<file path="config.mk">
export PLATFORM = sky130hd
export DESIGN_NAME = chreg_bank
export DESIGN_NICKNAME = d
export VERILOG_FILES = /design/src/rtl/chreg_pkg.sv /design/src/rtl/chreg_decode.sv /design/src/rtl/chreg_global.sv /design/src/rtl/chreg_chan.sv /design/src/rtl/chreg_bank.sv
export SDC_FILE = /design/constraint.sdc
export NUM_CORES = 1
export LEC_CHECK = 0
export BUFFER_PORTS_ARGS = -buffer_cell sky130_fd_sc_hd__buf_2
export CAP_MARGIN = 20
export CORE_ASPECT_RATIO = 0.6
export CORE_MARGIN = 10
export CORE_UTILIZATION = 45
export DETAILED_ROUTE_END_ITERATION = 10
export PLACE_DENSITY = 0.63
export SLEW_MARGIN = 20
export SYNTH_ARGS = -nofsm -noshare
export SYNTH_HDL_FRONTEND = slang
export SYNTH_SLANG_ARGS = --single-unit
</file>
<file path="constraint.sdc">
create_clock -name clk -period 11.4 [get_ports clk]
set_input_delay 2.28 -clock clk [delete_from_list [all_inputs] [get_ports clk]]
set_output_delay 2.28 -clock clk [all_outputs]
set_load 0.02 [all_outputs]
</file>
<file path="src/rtl/chreg_pkg.sv">
package chreg_pkg;

  typedef enum logic [1:0] {
    OP_WR  = 2'd0,
    OP_SET = 2'd1,
    OP_CLR = 2'd2,
    OP_TOG = 2'd3
  } alias_op_e;

  localparam int unsigned WORD_W = 32;
  localparam int unsigned SEM_W  = 8;

  // register kind within a channel block, from address bits 5:4
  localparam logic [1:0] KIND_PTR = 2'd0;
  localparam logic [1:0] KIND_SEM = 2'd1;
  localparam logic [1:0] KIND_STS = 2'd2;
  localparam logic [1:0] KIND_OPT = 2'd3;

  // control word fields
  localparam int unsigned CTRL_SRST_BIT = 31;
  localparam int unsigned CTRL_GATE_BIT = 30;
  localparam int unsigned CTRL_CAPA_BIT = 29;
  localparam int unsigned CTRL_CAPB_BIT = 28;
  localparam int unsigned CTRL_MODE_LO  = 21;
  localparam logic [31:0] CTRL_FIX_WMASK = 32'hC0E0_0000;
  localparam logic [31:0] CTRL_KEEP_SRST = 32'hC000_0000;

  // status word fields
  localparam int unsigned STAT_KEY_BIT = 28;
  localparam int unsigned STAT_ACT_LO  = 24;
  localparam int unsigned STAT_RDY_LO  = 16;

  // channel control fields
  localparam int unsigned CHC_PRIO_LO   = 8;
  localparam int unsigned CHC_MERGE_BIT = 16;

  // channel status writable bits
  localparam logic [31:0] CST_WMASK = 32'h00FF_007E;

  function automatic logic [31:0] alias_apply(
    input alias_op_e   op,
    input logic [31:0] cur,
    input logic [31:0] wd,
    input logic [31:0] msk
  );
    logic [31:0] res;
    unique case (op)
      OP_WR:   res = wd;
      OP_SET:  res = cur | wd;
      OP_CLR:  res = cur & ~wd;
      default: res = cur ^ wd;
    endcase
    return (res & msk) | (cur & ~msk);
  endfunction

endpackage

</file>
<file path="src/rtl/chreg_decode.sv">
module chreg_decode
  import chreg_pkg::*;
#(
  parameter int unsigned NUM_CH = 4,
  parameter int unsigned ADDR_W = 12
) (
  input  logic [ADDR_W-1:0] addr_i,
  output alias_op_e         op_o,
  output logic              hit_ctrl_o,
  output logic              hit_stat_o,
  output logic              hit_chc_o,
  output logic [NUM_CH-1:0] hit_ch_o,
  output logic [1:0]        kind_o,
  output logic              hit_any_o
);

  logic [ADDR_W-5:0] slot;
  logic [ADDR_W-9:0] page;
  logic              ch_region;
  logic [1:0]        unused_lo;

  assign slot      = addr_i[ADDR_W-1:4];
  assign page      = addr_i[ADDR_W-1:8];
  assign unused_lo = addr_i[1:0];
  assign op_o      = alias_op_e'(addr_i[3:2]);
  assign kind_o    = addr_i[5:4];

  assign hit_ctrl_o = (slot == (ADDR_W-4)'(0));
  assign hit_stat_o = (slot == (ADDR_W-4)'(1));
  assign hit_chc_o  = (slot == (ADDR_W-4)'(2));
  assign ch_region  = (page == (ADDR_W-8)'(1));

  for (genvar gi = 0; gi < NUM_CH; gi++) begin : g_ch_hit
    assign hit_ch_o[gi] = ch_region && (addr_i[7:6] == 2'(gi));
  end

  assign hit_any_o = hit_ctrl_o | hit_stat_o | hit_chc_o | (|hit_ch_o);

endmodule

</file>
<file path="src/rtl/chreg_global.sv">
module chreg_global
  import chreg_pkg::*;
#(
  parameter int unsigned NUM_CH     = 4,
  parameter bit          CAP_CIPHER = 1'b1,
  parameter bit          CAP_HASH   = 1'b1
) (
  input  logic              clk,
  input  logic              rst_n,
  input  logic              wr_ctrl_i,
  input  logic              wr_stat_i,
  input  logic              wr_chc_i,
  input  alias_op_e         op_i,
  input  logic [31:0]       wdata_i,
  input  logic [NUM_CH-1:0] done_i,
  input  logic [NUM_CH-1:0] ready_i,
  input  logic [NUM_CH-1:0] active_i,
  input  logic              key_ready_i,
  output logic [31:0]       ctrl_rd_o,
  output logic [31:0]       stat_rd_o,
  output logic [31:0]       chc_rd_o,
  output logic              srst_o,
  output logic              gate_o,
  output logic [2:0]        mode_o,
  output logic [NUM_CH-1:0] ch_en_o,
  output logic [NUM_CH-1:0] ch_prio_o,
  output logic [NUM_CH-1:0] irq_o
);

  localparam logic [31:0] CH_MASK    = (32'd1 << NUM_CH) - 32'd1;
  localparam logic [31:0] CTRL_WMASK = CTRL_FIX_WMASK | CH_MASK;
  localparam logic [31:0] CHC_WMASK  = (32'd1 << CHC_MERGE_BIT) | (CH_MASK << CHC_PRIO_LO) | CH_MASK;
  localparam logic [31:0] CTRL_RST   = CTRL_KEEP_SRST;
  localparam logic [31:0] CAP_BITS   = (32'(CAP_CIPHER) << CTRL_CAPA_BIT) | (32'(CAP_HASH) << CTRL_CAPB_BIT);

  logic [31:0]       ctrl_q, ctrl_d;
  logic [31:0]       chc_q, chc_d;
  logic [NUM_CH-1:0] flag_q, flag_d;
  logic              ctrl_en, chc_en, flag_en;
  logic              srst;

  assign srst = ctrl_q[CTRL_SRST_BIT];

  // next state
  always_comb begin
    ctrl_d = ctrl_q;
    if (wr_ctrl_i) ctrl_d = alias_apply(op_i, ctrl_q, wdata_i, CTRL_WMASK);
    if (srst)      ctrl_d = ctrl_d & CTRL_KEEP_SRST;

    chc_d = chc_q;
    if (wr_chc_i) chc_d = alias_apply(op_i, chc_q, wdata_i, CHC_WMASK);
    if (srst)     chc_d = '0;

    flag_d = flag_q;
    if (wr_stat_i) flag_d = NUM_CH'(alias_apply(op_i, 32'(flag_q), wdata_i, CH_MASK));
    flag_d = flag_d | done_i;
    if (srst)      flag_d = '0;
  end

  assign ctrl_en = wr_ctrl_i | srst;
  assign chc_en  = wr_chc_i | srst;
  assign flag_en = wr_stat_i | (|done_i) | srst;

  // registers
  always_ff @(posedge clk or negedge rst_n) begin
    if (!rst_n) begin
      ctrl_q <= CTRL_RST;
    end else if (ctrl_en) begin
      ctrl_q <= ctrl_d;
    end
  end

  always_ff @(posedge clk or negedge rst_n) begin
    if (!rst_n) begin
      chc_q <= '0;
    end else if (chc_en) begin
      chc_q <= chc_d;
    end
  end

  always_ff @(posedge clk or negedge rst_n) begin
    if (!rst_n) begin
      flag_q <= '0;
    end else if (flag_en) begin
      flag_q <= flag_d;
    end
  end

  // read values and outputs
  always_comb begin
    stat_rd_o                           = '0;
    stat_rd_o[STAT_KEY_BIT]             = key_ready_i;
    stat_rd_o[STAT_ACT_LO +: NUM_CH]    = active_i;
    stat_rd_o[STAT_RDY_LO +: NUM_CH]    = ready_i;
    stat_rd_o[NUM_CH-1:0]               = flag_q;
  end

  assign ctrl_rd_o = ctrl_q | CAP_BITS;
  assign chc_rd_o  = chc_q;
  assign srst_o    = srst;
  assign gate_o    = ctrl_q[CTRL_GATE_BIT];
  assign mode_o    = ctrl_q[CTRL_MODE_LO +: 3];
  assign ch_en_o   = chc_q[NUM_CH-1:0];
  assign ch_prio_o = chc_q[CHC_PRIO_LO +: NUM_CH];
  assign irq_o     = flag_q & ctrl_q[NUM_CH-1:0];

  // soft reset empties channel control on the following edge
  p_srst_clears_chc_r5: assert property (@(posedge clk) disable iff (!rst_n)
    srst |=> (chc_q == '0));

  // a completion outside soft reset leaves its flag set
  p_done_sets_flag_r6: assert property (@(posedge clk) disable iff (!rst_n)
    ((done_i != '0) && !srst) |=> ((flag_q & $past(done_i)) == $past(done_i)));

  // flags only drop through a software access or soft reset
  p_flag_sticky_r6: assert property (@(posedge clk) disable iff (!rst_n)
    (!wr_stat_i && !srst) |=> ((flag_q & $past(flag_q)) == $past(flag_q)));

endmodule

</file>
<file path="src/rtl/chreg_chan.sv">
module chreg_chan
  import chreg_pkg::*;
(
  input  logic        clk,
  input  logic        rst_n,
  input  logic        srst_i,
  input  logic        wr_i,
  input  logic [1:0]  kind_i,
  input  alias_op_e   op_i,
  input  logic [31:0] wdata_i,
  input  logic        evt_we_i,
  input  logic [31:0] evt_bits_i,
  input  logic        sem_dec_i,
  output logic [31:0] rd_o
);

  localparam logic [31:0] SEM_WMASK = (32'd1 << SEM_W) - 32'd1;

  logic [31:0]      ptr_q, ptr_d;
  logic [SEM_W-1:0] sem_q, sem_d;
  logic [31:0]      cst_q, cst_d;
  logic [31:0]      opt_q, opt_d;
  logic             wr_ptr, wr_sem, wr_cst, wr_opt;
  logic             ptr_en, sem_en, cst_en, opt_en;

  assign wr_ptr = wr_i && (kind_i == KIND_PTR);
  assign wr_sem = wr_i && (kind_i == KIND_SEM);
  assign wr_cst = wr_i && (kind_i == KIND_STS);
  assign wr_opt = wr_i && (kind_i == KIND_OPT);

  // next state
  always_comb begin
    ptr_d = ptr_q;
    if (wr_ptr) ptr_d = alias_apply(op_i, ptr_q, wdata_i, '1);

    sem_d = sem_q;
    if (wr_sem) sem_d = SEM_W'(alias_apply(op_i, 32'(sem_q), wdata_i, SEM_WMASK));
    if (sem_dec_i && (sem_d != '0)) sem_d = sem_d - SEM_W'(1);

    cst_d = cst_q;
    if (wr_cst)   cst_d = alias_apply(op_i, cst_q, wdata_i, CST_WMASK);
    if (evt_we_i) cst_d = cst_d | (evt_bits_i & CST_WMASK);

    opt_d = opt_q;
    if (wr_opt) opt_d = alias_apply(op_i, opt_q, wdata_i, '1);

    if (srst_i) begin
      ptr_d = '0;
      sem_d = '0;
      cst_d = '0;
      opt_d = '0;
    end
  end

  assign ptr_en = wr_ptr | srst_i;
  assign sem_en = wr_sem | sem_dec_i | srst_i;
  assign cst_en = wr_cst | evt_we_i | srst_i;
  assign opt_en = wr_opt | srst_i;

  // registers
  always_ff @(posedge clk or negedge rst_n) begin
    if (!rst_n) begin
      ptr_q <= '0;
    end else if (ptr_en) begin
      ptr_q <= ptr_d;
    end
  end

  always_ff @(posedge clk or negedge rst_n) begin
    if (!rst_n) begin
      sem_q <= '0;
    end else if (sem_en) begin
      sem_q <= sem_d;
    end
  end

  always_ff @(posedge clk or negedge rst_n) begin
    if (!rst_n) begin
      cst_q <= '0;
    end else if (cst_en) begin
      cst_q <= cst_d;
    end
  end

  always_ff @(posedge clk or negedge rst_n) begin
    if (!rst_n) begin
      opt_q <= '0;
    end else if (opt_en) begin
      opt_q <= opt_d;
    end
  end

  // read select
  always_comb begin
    unique case (kind_i)
      KIND_PTR: rd_o = ptr_q;
      KIND_SEM: rd_o = 32'(sem_q);
      KIND_STS: rd_o = cst_q;
      default:  rd_o = opt_q;
    endcase
  end

  // an empty semaphore stays empty under a decrement alone
  p_sem_floor_r11: assert property (@(posedge clk) disable iff (!rst_n)
    ((sem_q == '0) && sem_dec_i && !wr_sem) |=> (sem_q == '0));

  // event bits are present in the status register after the strobe
  p_evt_sticky_r10: assert property (@(posedge clk) disable iff (!rst_n)
    (evt_we_i && !srst_i) |=>
      ((cst_q & ($past(evt_bits_i) & CST_WMASK)) == ($past(evt_bits_i) & CST_WMASK)));

  // soft reset empties every channel register
  p_srst_chan_r5: assert property (@(posedge clk) disable iff (!rst_n)
    srst_i |=> ((ptr_q == '0) && (sem_q == '0) && (cst_q == '0) && (opt_q == '0)));

endmodule

</file>
<file path="src/rtl/chreg_bank.sv">
module chreg_bank
  import chreg_pkg::*;
#(
  parameter int unsigned NUM_CH     = 4,
  parameter int unsigned ADDR_W     = 12,
  parameter bit          CAP_CIPHER = 1'b1,
  parameter bit          CAP_HASH   = 1'b1
) (
  input  logic                     clk,
  input  logic                     rst_n,
  input  logic                     bus_sel,
  input  logic                     bus_wr,
  input  logic [ADDR_W-1:0]        bus_addr,
  input  logic [31:0]              bus_wdata,
  output logic [31:0]              bus_rdata,
  input  logic [NUM_CH-1:0]        done_i,
  input  logic [NUM_CH-1:0]        ready_i,
  input  logic [NUM_CH-1:0]        active_i,
  input  logic                     key_ready_i,
  input  logic [NUM_CH-1:0]        evt_we_i,
  input  logic [NUM_CH*WORD_W-1:0] evt_bits_i,
  input  logic [NUM_CH-1:0]        sem_dec_i,
  output logic [NUM_CH-1:0]        irq_o,
  output logic [NUM_CH-1:0]        ch_en_o,
  output logic [NUM_CH-1:0]        ch_prio_o,
  output logic                     soft_rst_o,
  output logic                     clk_gate_o,
  output logic [2:0]               mode_o
);

  logic [1:0]        rst_pipe;
  logic              rst_n_s;
  alias_op_e         op;
  logic              hit_ctrl, hit_stat, hit_chc, hit_any;
  logic [NUM_CH-1:0] hit_ch;
  logic [1:0]        kind;
  logic              wr;
  logic [31:0]       ctrl_rd, stat_rd, chc_rd;
  logic [31:0]       ch_rd [NUM_CH];
  logic              srst;

  // reset: asserted asynchronously, released on the clock
  always_ff @(posedge clk or negedge rst_n) begin
    if (!rst_n) begin
      rst_pipe <= 2'b00;
    end else begin
      rst_pipe <= {rst_pipe[0], 1'b1};
    end
  end
  assign rst_n_s = rst_pipe[1];

  assign wr = bus_sel & bus_wr;

  chreg_decode #(.NUM_CH(NUM_CH), .ADDR_W(ADDR_W)) u_decode (
    .addr_i     (bus_addr),
    .op_o       (op),
    .hit_ctrl_o (hit_ctrl),
    .hit_stat_o (hit_stat),
    .hit_chc_o  (hit_chc),
    .hit_ch_o   (hit_ch),
    .kind_o     (kind),
    .hit_any_o  (hit_any)
  );

  chreg_global #(.NUM_CH(NUM_CH), .CAP_CIPHER(CAP_CIPHER), .CAP_HASH(CAP_HASH)) u_global (
    .clk         (clk),
    .rst_n       (rst_n_s),
    .wr_ctrl_i   (wr & hit_ctrl),
    .wr_stat_i   (wr & hit_stat),
    .wr_chc_i    (wr & hit_chc),
    .op_i        (op),
    .wdata_i     (bus_wdata),
    .done_i      (done_i),
    .ready_i     (ready_i),
    .active_i    (active_i),
    .key_ready_i (key_ready_i),
    .ctrl_rd_o   (ctrl_rd),
    .stat_rd_o   (stat_rd),
    .chc_rd_o    (chc_rd),
    .srst_o      (srst),
    .gate_o      (clk_gate_o),
    .mode_o      (mode_o),
    .ch_en_o     (ch_en_o),
    .ch_prio_o   (ch_prio_o),
    .irq_o       (irq_o)
  );

  for (genvar gc = 0; gc < NUM_CH; gc++) begin : g_chan
    chreg_chan u_chan (
      .clk        (clk),
      .rst_n      (rst_n_s),
      .srst_i     (srst),
      .wr_i       (wr & hit_ch[gc]),
      .kind_i     (kind),
      .op_i       (op),
      .wdata_i    (bus_wdata),
      .evt_we_i   (evt_we_i[gc]),
      .evt_bits_i (evt_bits_i[gc*WORD_W +: WORD_W]),
      .sem_dec_i  (sem_dec_i[gc]),
      .rd_o       (ch_rd[gc])
    );
  end

  // read multiplexer, one-hot selects
  always_comb begin
    bus_rdata = '0;
    if (bus_sel) begin
      if (hit_ctrl) bus_rdata = bus_rdata | ctrl_rd;
      if (hit_stat) bus_rdata = bus_rdata | stat_rd;
      if (hit_chc)  bus_rdata = bus_rdata | chc_rd;
      for (int i = 0; i < NUM_CH; i++) begin
        if (hit_ch[i]) bus_rdata = bus_rdata | ch_rd[i];
      end
    end
  end

  assign soft_rst_o = srst;

  // unmapped offsets read as zero
  p_unmapped_zero_r3: assert property (@(posedge clk) disable iff (!rst_n_s)
    (bus_sel && !bus_wr && !hit_any) |-> (bus_rdata == '0));

  // capability bits read back as the parameters
  p_caps_ro_r4: assert property (@(posedge clk) disable iff (!rst_n_s)
    (bus_sel && !bus_wr && hit_ctrl) |-> (bus_rdata[29:28] == {CAP_CIPHER, CAP_HASH}));

  // only one register answers at a time
  p_onehot_hit_r2: assert property (@(posedge clk) disable iff (!rst_n_s)
    bus_sel |-> $onehot0({hit_ctrl, hit_stat, hit_chc, hit_ch}));

endmodule

</file>
# ---- Word level (Yosys, flattened, before mapping)
# Cells that the tools add are included.
dict set report totals {
  register_bits 486
  in_bits 197
  output_inout_bits 49
  word_cells 290
}
dict set report op_classes {
  n_mux 89
  n_reduce_logical 53
  n_eq_ne 11
  addsub 4
  bitwise 112
}
# cell count
set ops {}
lappend ops {{32-bit 2-to-1 mux} 46}
lappend ops {{32-bit one-hot mux with 3 select lines} 13}
lappend ops {{32-bit OR} 14}
lappend ops {{32-bit AND} 9}
lappend ops {{24-bit one-hot mux with 3 select lines} 4}
lappend ops {{32-bit bitwise XOR} 9}
lappend ops {{24-bit by 32-bit OR with 32-bit output} 4}
lappend ops {{32-bit by 24-bit OR with 32-bit output} 4}
lappend ops {{24-bit AND} 4}
lappend ops {{24-bit 2-to-1 mux} 4}
lappend ops {{8-bit 2-to-1 mux} 12}
lappend ops {{24-bit OR} 4}
lappend ops {{8-bit one-hot mux with 3 select lines} 4}
lappend ops {{24-bit bitwise XOR} 4}
lappend ops {{17-bit one-hot mux with 3 select lines} 1}
lappend ops {{8-bit AND} 4}
lappend ops {{32-bit inverter} 1}
lappend ops {{17-bit by 32-bit OR with 32-bit output} 1}
lappend ops {{32-bit by 29-bit OR with 32-bit output} 1}
lappend ops {{32-bit by 30-bit OR with 32-bit output} 1}
lappend ops {{8-bit OR} 4}
lappend ops {{8-bit nonzero test} 4}
lappend ops {{8-bit by 1-bit subtractor with 8-bit output, second input constant} 4}
lappend ops {{8-bit bitwise XOR} 4}
lappend ops {{other kinds (23)} 109}

# ---- Depth between registers and ports, before layout
dict set report depth {
  depth_word 21
  depth_mapped 14
  ltp_nobuf 12
}

# ---- Hierarchy
# From an unflattened synthesis, not the netlist that was laid out.
dict set report unflattened {
  hier_cells 4419
  area_unflattened_um2 40546.4
}
# module cells_per_inst seq_area_each_um2 area_per_inst_um2 n_inst
set by_module_without_submodules {}
lappend by_module_without_submodules {chreg_chan 973 2152.1 9022.4 4}
lappend by_module_without_submodules {chreg_global 338 553.0 3012.9 1}
lappend by_module_without_submodules {chreg_bank 170 50.0 1301.2 1}
lappend by_module_without_submodules {chreg_decode 19 0.0 142.6 1}

# ---- Worst setup path before layout
# OpenSTA, ideal clock, no wires.
dict set report synth_timing {
  kind {input to output}
  startpoint {in bus_addr[11]}
  endpoint {out bus_rdata[16]}
  required_time_ns 9.120
  slack_ns 4.664
  t_arrival_ns 4.456
  cell_stages 6
  n_path_buf 1
  cell_sequence {or4_1 -> or3_1 -> nor3b_1 -> clkbuf_1 -> a22oi_1 -> a21oi_1}
}
dict set report synth_via {
  elab_chain_cells 21
  word_cells_on_any_way 28
  cone_classes {eq/ne (3); mux (14); bitwise (6); reduce/logical (5)}
}
# item line
set synth_lines {}
lappend synth_lines {{from (decl)} chreg_bank.sv:13} ;# input logic [ADDR_W-1:0] bus_addr,
lappend synth_lines {{8-bit logical NOT} chreg_decode.sv:28} ;# assign hit_ctrl_o = (slot == (ADDR_W-4)'(0));
lappend synth_lines {{32-bit 2-to-1 mux} chreg_bank.sv:108} ;# if (hit_ctrl) bus_rdata = bus_rdata | ctrl_rd;
lappend synth_lines {{32-bit 2-to-1 mux} chreg_bank.sv:107} ;# if (bus_sel) begin
lappend synth_lines {{32-bit by 29-bit OR with 32-bit output} chreg_bank.sv:109} ;# if (hit_stat) bus_rdata = bus_rdata | stat_rd;
lappend synth_lines {{32-bit 2-to-1 mux} chreg_bank.sv:109}
lappend synth_lines {{32-bit 2-to-1 mux} chreg_bank.sv:107}
lappend synth_lines {{32-bit OR} chreg_bank.sv:110} ;# if (hit_chc) bus_rdata = bus_rdata | chc_rd;
lappend synth_lines {{32-bit 2-to-1 mux} chreg_bank.sv:110}
lappend synth_lines {{(+5 left out)} -}
lappend synth_lines {{32-bit 2-to-1 mux} chreg_bank.sv:112} ;# if (hit_ch[i]) bus_rdata = bus_rdata | ch_rd[i];
lappend synth_lines {{32-bit 2-to-1 mux} chreg_bank.sv:107}
lappend synth_lines {{32-bit OR} chreg_bank.sv:112}
lappend synth_lines {{32-bit 2-to-1 mux} chreg_bank.sv:112}
lappend synth_lines {{32-bit 2-to-1 mux} chreg_bank.sv:107}
lappend synth_lines {{32-bit OR} chreg_bank.sv:112}
lappend synth_lines {{32-bit 2-to-1 mux *} chreg_bank.sv:112}
lappend synth_lines {{32-bit 2-to-1 mux *} chreg_bank.sv:107}
lappend synth_lines {{to (decl)} chreg_bank.sv:15} ;# output logic [31:0] bus_rdata,
# Mark *: on every way between the ends. The rest lies on a longest branch, timed or not. The select of a mux whose other input is x is not followed.

# ---- Worst setup path after layout
dict set report layout_timing {
  startpoint {in bus_addr[5]}
  endpoint {out bus_rdata[23]}
}
# Same word-level chain as after synthesis.

==> impl_results.md <==
* CTS tree: yes
* Vert. Die Dim at around 240 um
* Share of cells above drive strength 1 at between 10% and 20%
* Crit path max-delay cell type: or2_2
* Post-CTS setup buffer count at 0
* CTS Buf Count at 42
* Sequential share of the synthesized area at 24.36%
* Met2 routed WL at ~52000 um
* Critical Path, Cell by Cell: buf_2 -> buf_4 -> buf_4 -> or2_2 -> nor2_1 -> buf_4 -> a21oi_1 -> a21oi_1 -> buf_2
* WHS at roughly 260 ps
* Minimum clock period at about 8000 ps
* Initial Utilization at a little under half
* IO Count at around 250
* R2r setup slk at 7590 ps
* Ys Warns at 0
* Post-layout nets at just over 5000
* CP dominant cell by count: buf_4
* Synth Register Bits at around 370
* DRC viols at 0
* H-tree depth at 2
* Skew-Pair Late Insertion Delay at approximately 610 ps
* Number of DRC markers in iteration 0 at around 3500
* Gpl congestion at around 0.9
* Top routing layer used: met5
* Top area cells in the synthesized netlist: ha_1 24%, dfrtp_1 24%, mux2_2 10%, a211oi_1 7.7%, a21oi_1 4.8%
* Setup WS post-layout at around 3400 ps
* Clock slew at reported path FFs at roughly 60 ps
* Antenna violations before repair at 14
* EDFF count, synth at 0
* Sw Share at between 30 and 40%
* Worst-path fanout max at 39
* Leak at around 0.018 uW
* DR pass1 iterations at 5
* Sink Count at 368
* Met1 Routed Length at between 50000 and 60000 um
* Period utilisation layout at about 70%
* Dpl hpwl at between 80000 and 90000 um
* Cell-internal power at about 2400 uW
* Synthesized instance count at about 4300
* Cell variety after synth at 65
* Resized Gates After CTS at 0
* Vias in the first global route at just over 30000
* Non-Filler Instances at approximately 5400
* Clk buf depth at 3
* RSZ-0062 raised after global routing: no
* Avg Cell Area, Syn at 8.896 um^2
* Fin Setup TNS at 0 ps
* WL/cell at between 20 and 25 um
* Commonest non-fill, non-tap cell in the layout: ha_1
* HP Class: reg -> async
* Syn_nets at ~5200
* Place WS at ~3600 ps
* Most area-hungry cell type in the Yosys netlist: ha_1
* # fillers at roughly 8000
* Fin. max-slew vios at 0
* Peak VDD IR at about 0.000090 V
* Comb power frac at 18.3%
* Crit end category: primary output
* Power share of the sequential group at between 30% and 40%
* Vias at 32570
* Hold Buf Count CTS at 0
* Avg Vias per Cell at a little over 6
* FF-to-FF End: g_chan[3].u_chan.opt_q[5]
* Total core area at approximately 83000 um^2
* Top_reg_cell synth: dfrtp_1
* Final hold vios at 0
* First-pass GRT wire length at around 200000 um
* Die ar. at about 96000 um^2
* Clock skew at between 20 and 25 ps
* Critical path's largest stage delay at approximately 700 ps
* RR Startpoint: u_global.ctrl_q[31]
* Critical path required time at between 9000 and 10000 ps
* Synthesized cell area at between 30000 and 40000 um^2
* Final WL at about 130000 um
* Root buf cell: clkbuf_16
* Worst path arrival time at 5730 ps
* Outcome: completed
* Clock power share at 43.5%
* Critical path launch point type: input pin
* IO buf count at approximately 170
* Tightest Pin Transition at around 1200 ps
* Max-Cap Viols at 0
* Met3 wire length at 14120 um
* Highest clock rate at 0.1248 GHz
* Final ANT Viol Nets at 0
* Post-synth top area share at between 20% and 30%
* Most frequent cells in the layout: 740 x ha_1, 433 x inv_1, 387 x a211oi_1
* Crit path kind: in -> out
* Placed insts at 5309
* Floorplan row count at 82
* Largest net degree at the start of global routing at approximately 230
* Dpl cell area at 39590 um^2
* Gr ovfl total at 0
* Pwr dens at about 84 nW/um^2
* Area Growth Syn to Fin at 8.539%
* R2R depth at 6
* GR Util All Layers at between 20% and 30%
* Horiz. Die Dim at between 300 and 400 um
* Post-route design area at a little over 40000 um^2
* Async SR Flop Fraction at 100.0%
* Final setup violation count at 0
* P_sw at approximately 1100 uW
* Slew HR at a little under a fifth
==> area by class of cell <==
type | instances | area [um^2] | area share, %
clock inverter | 7 | 110.1 | 0.2682
multi-input combinational | 3125 | 25820 | 62.90
clock buffer | 65 | 1321 | 3.219
inverter | 434 | 1629 | 3.969
sequential | 368 | 9219 | 22.46
tap | 1134 | 1419 | 3.457
timing repair buffer | 249 | 1521 | 3.707
antenna | 3 | 7.507 | 0.01829
==> state kept, by name (all words and copies together) (netlist names) <==
| signal | cells |
|---|---|
| g_chan.u_chan.cst_q | 56 |
| g_chan.u_chan.sem_q | 32 |
| g_chan.u_chan.ptr_q | 128 |
| rst_pipe | 2 |
| u_global.flag_q | 4 |
| u_global.chc_rd_o | 9 |
| g_chan.u_chan.opt_q | 128 |
| u_global.ctrl_q | 9 |
==> routing by layer <==
metal | GRT usage [%] | vias up
met4 | 8.077 | 14
li1 | - | 15220
met5 | 0 | -
met3 | 8.256 | 206
met1 | 36.89 | 15820
met2 | 36.36 | 1308
==> power groups by stage <==
stage | registers [uW] | clock network [uW] | logic (uW)
3_3_place_gp | 1340 | 0 | 603
5_1_grt | 1320 | 1570 | 694
6_report | 1320 | 1500 | 630
4_1_cts | 1320 | 1520 | 622
2_1_floorplan | 1360 | 0 | 416
3_5_place_dp | 1340 | 0 | 618
==> Yosys cell counts (all sizes together) (3+ instances only) <==
cell type    n
o311ai       7
nor3b        5
mux2i       27
nor2       235
nand3       14
a21oi      366
or4          3
o31ai       44
inv        434
xnor2       14
o22ai       53
nand4        6
a22o         5
ha         740
nand2      323
o21ai      269
nand2b       5
mux2       342
a211oi     387
a221oi      63
o41ai        4
buf         80
o211ai       7
nor3        10
mux4        54
and2         3
clkbuf     244
nor4         4
dfrtp      366
a22oi       91
nor2b        4
o21a         3
a31oi        9
==> logic make-up (layout without fill, tap and decap cells) <==
family	after synthesis	after routing	share of synthesized area, %
XOR/XNOR	16	16	0.3706
multiplexers	423	423	14.11
flip-flops	368	368	24.36
adder cells (fa/ha/maj)	740	740	24.48
AO/OA/AOI/OAI	1322	1322	22.18
other	1	4	0.009916
AND/OR/NAND/NOR	623	623	6.739
buffers and inverters	758	755	7.748
==> critical path, delay by kind of cell <==
kind / cells / cell delay, ps
AO/OA/AOI/OAI: 2 / 710
buffers and inverters: 5 / 1370
AND/OR/NAND/NOR: 2 / 1320
==> metrics by stage <==
| step | util, % | power [uW] |
|---|---|---|
| floorplan | - | 1772 |
| global placement | 47.46 | 1947 |
| detailed placement | 47.46 | 1961 |
| CTS | 49.18 | 3460 |
| global route | 49.20 | 3585 |
| finish | 49.21 | 3450 |
==> worst max-delay path by stage <==
stage | slack (ps) | endpoint | startpoint
after CTS | 3570 | bus_rdata[23] | bus_addr[5]
after detailed placement | 3580 | bus_rdata[23] | bus_addr[5]
after global placement | 3620 | bus_rdata[23] | bus_addr[5]
final | 3390 | bus_rdata[23] | bus_addr[5]
after floorplan | 390 | g_chan[0].u_chan.cst_q[16] | rst_pipe[1]
after global routing | 3460 | bus_rdata[23] | bus_addr[5]
No activity file was read; power rests on OpenSTA's default activity.
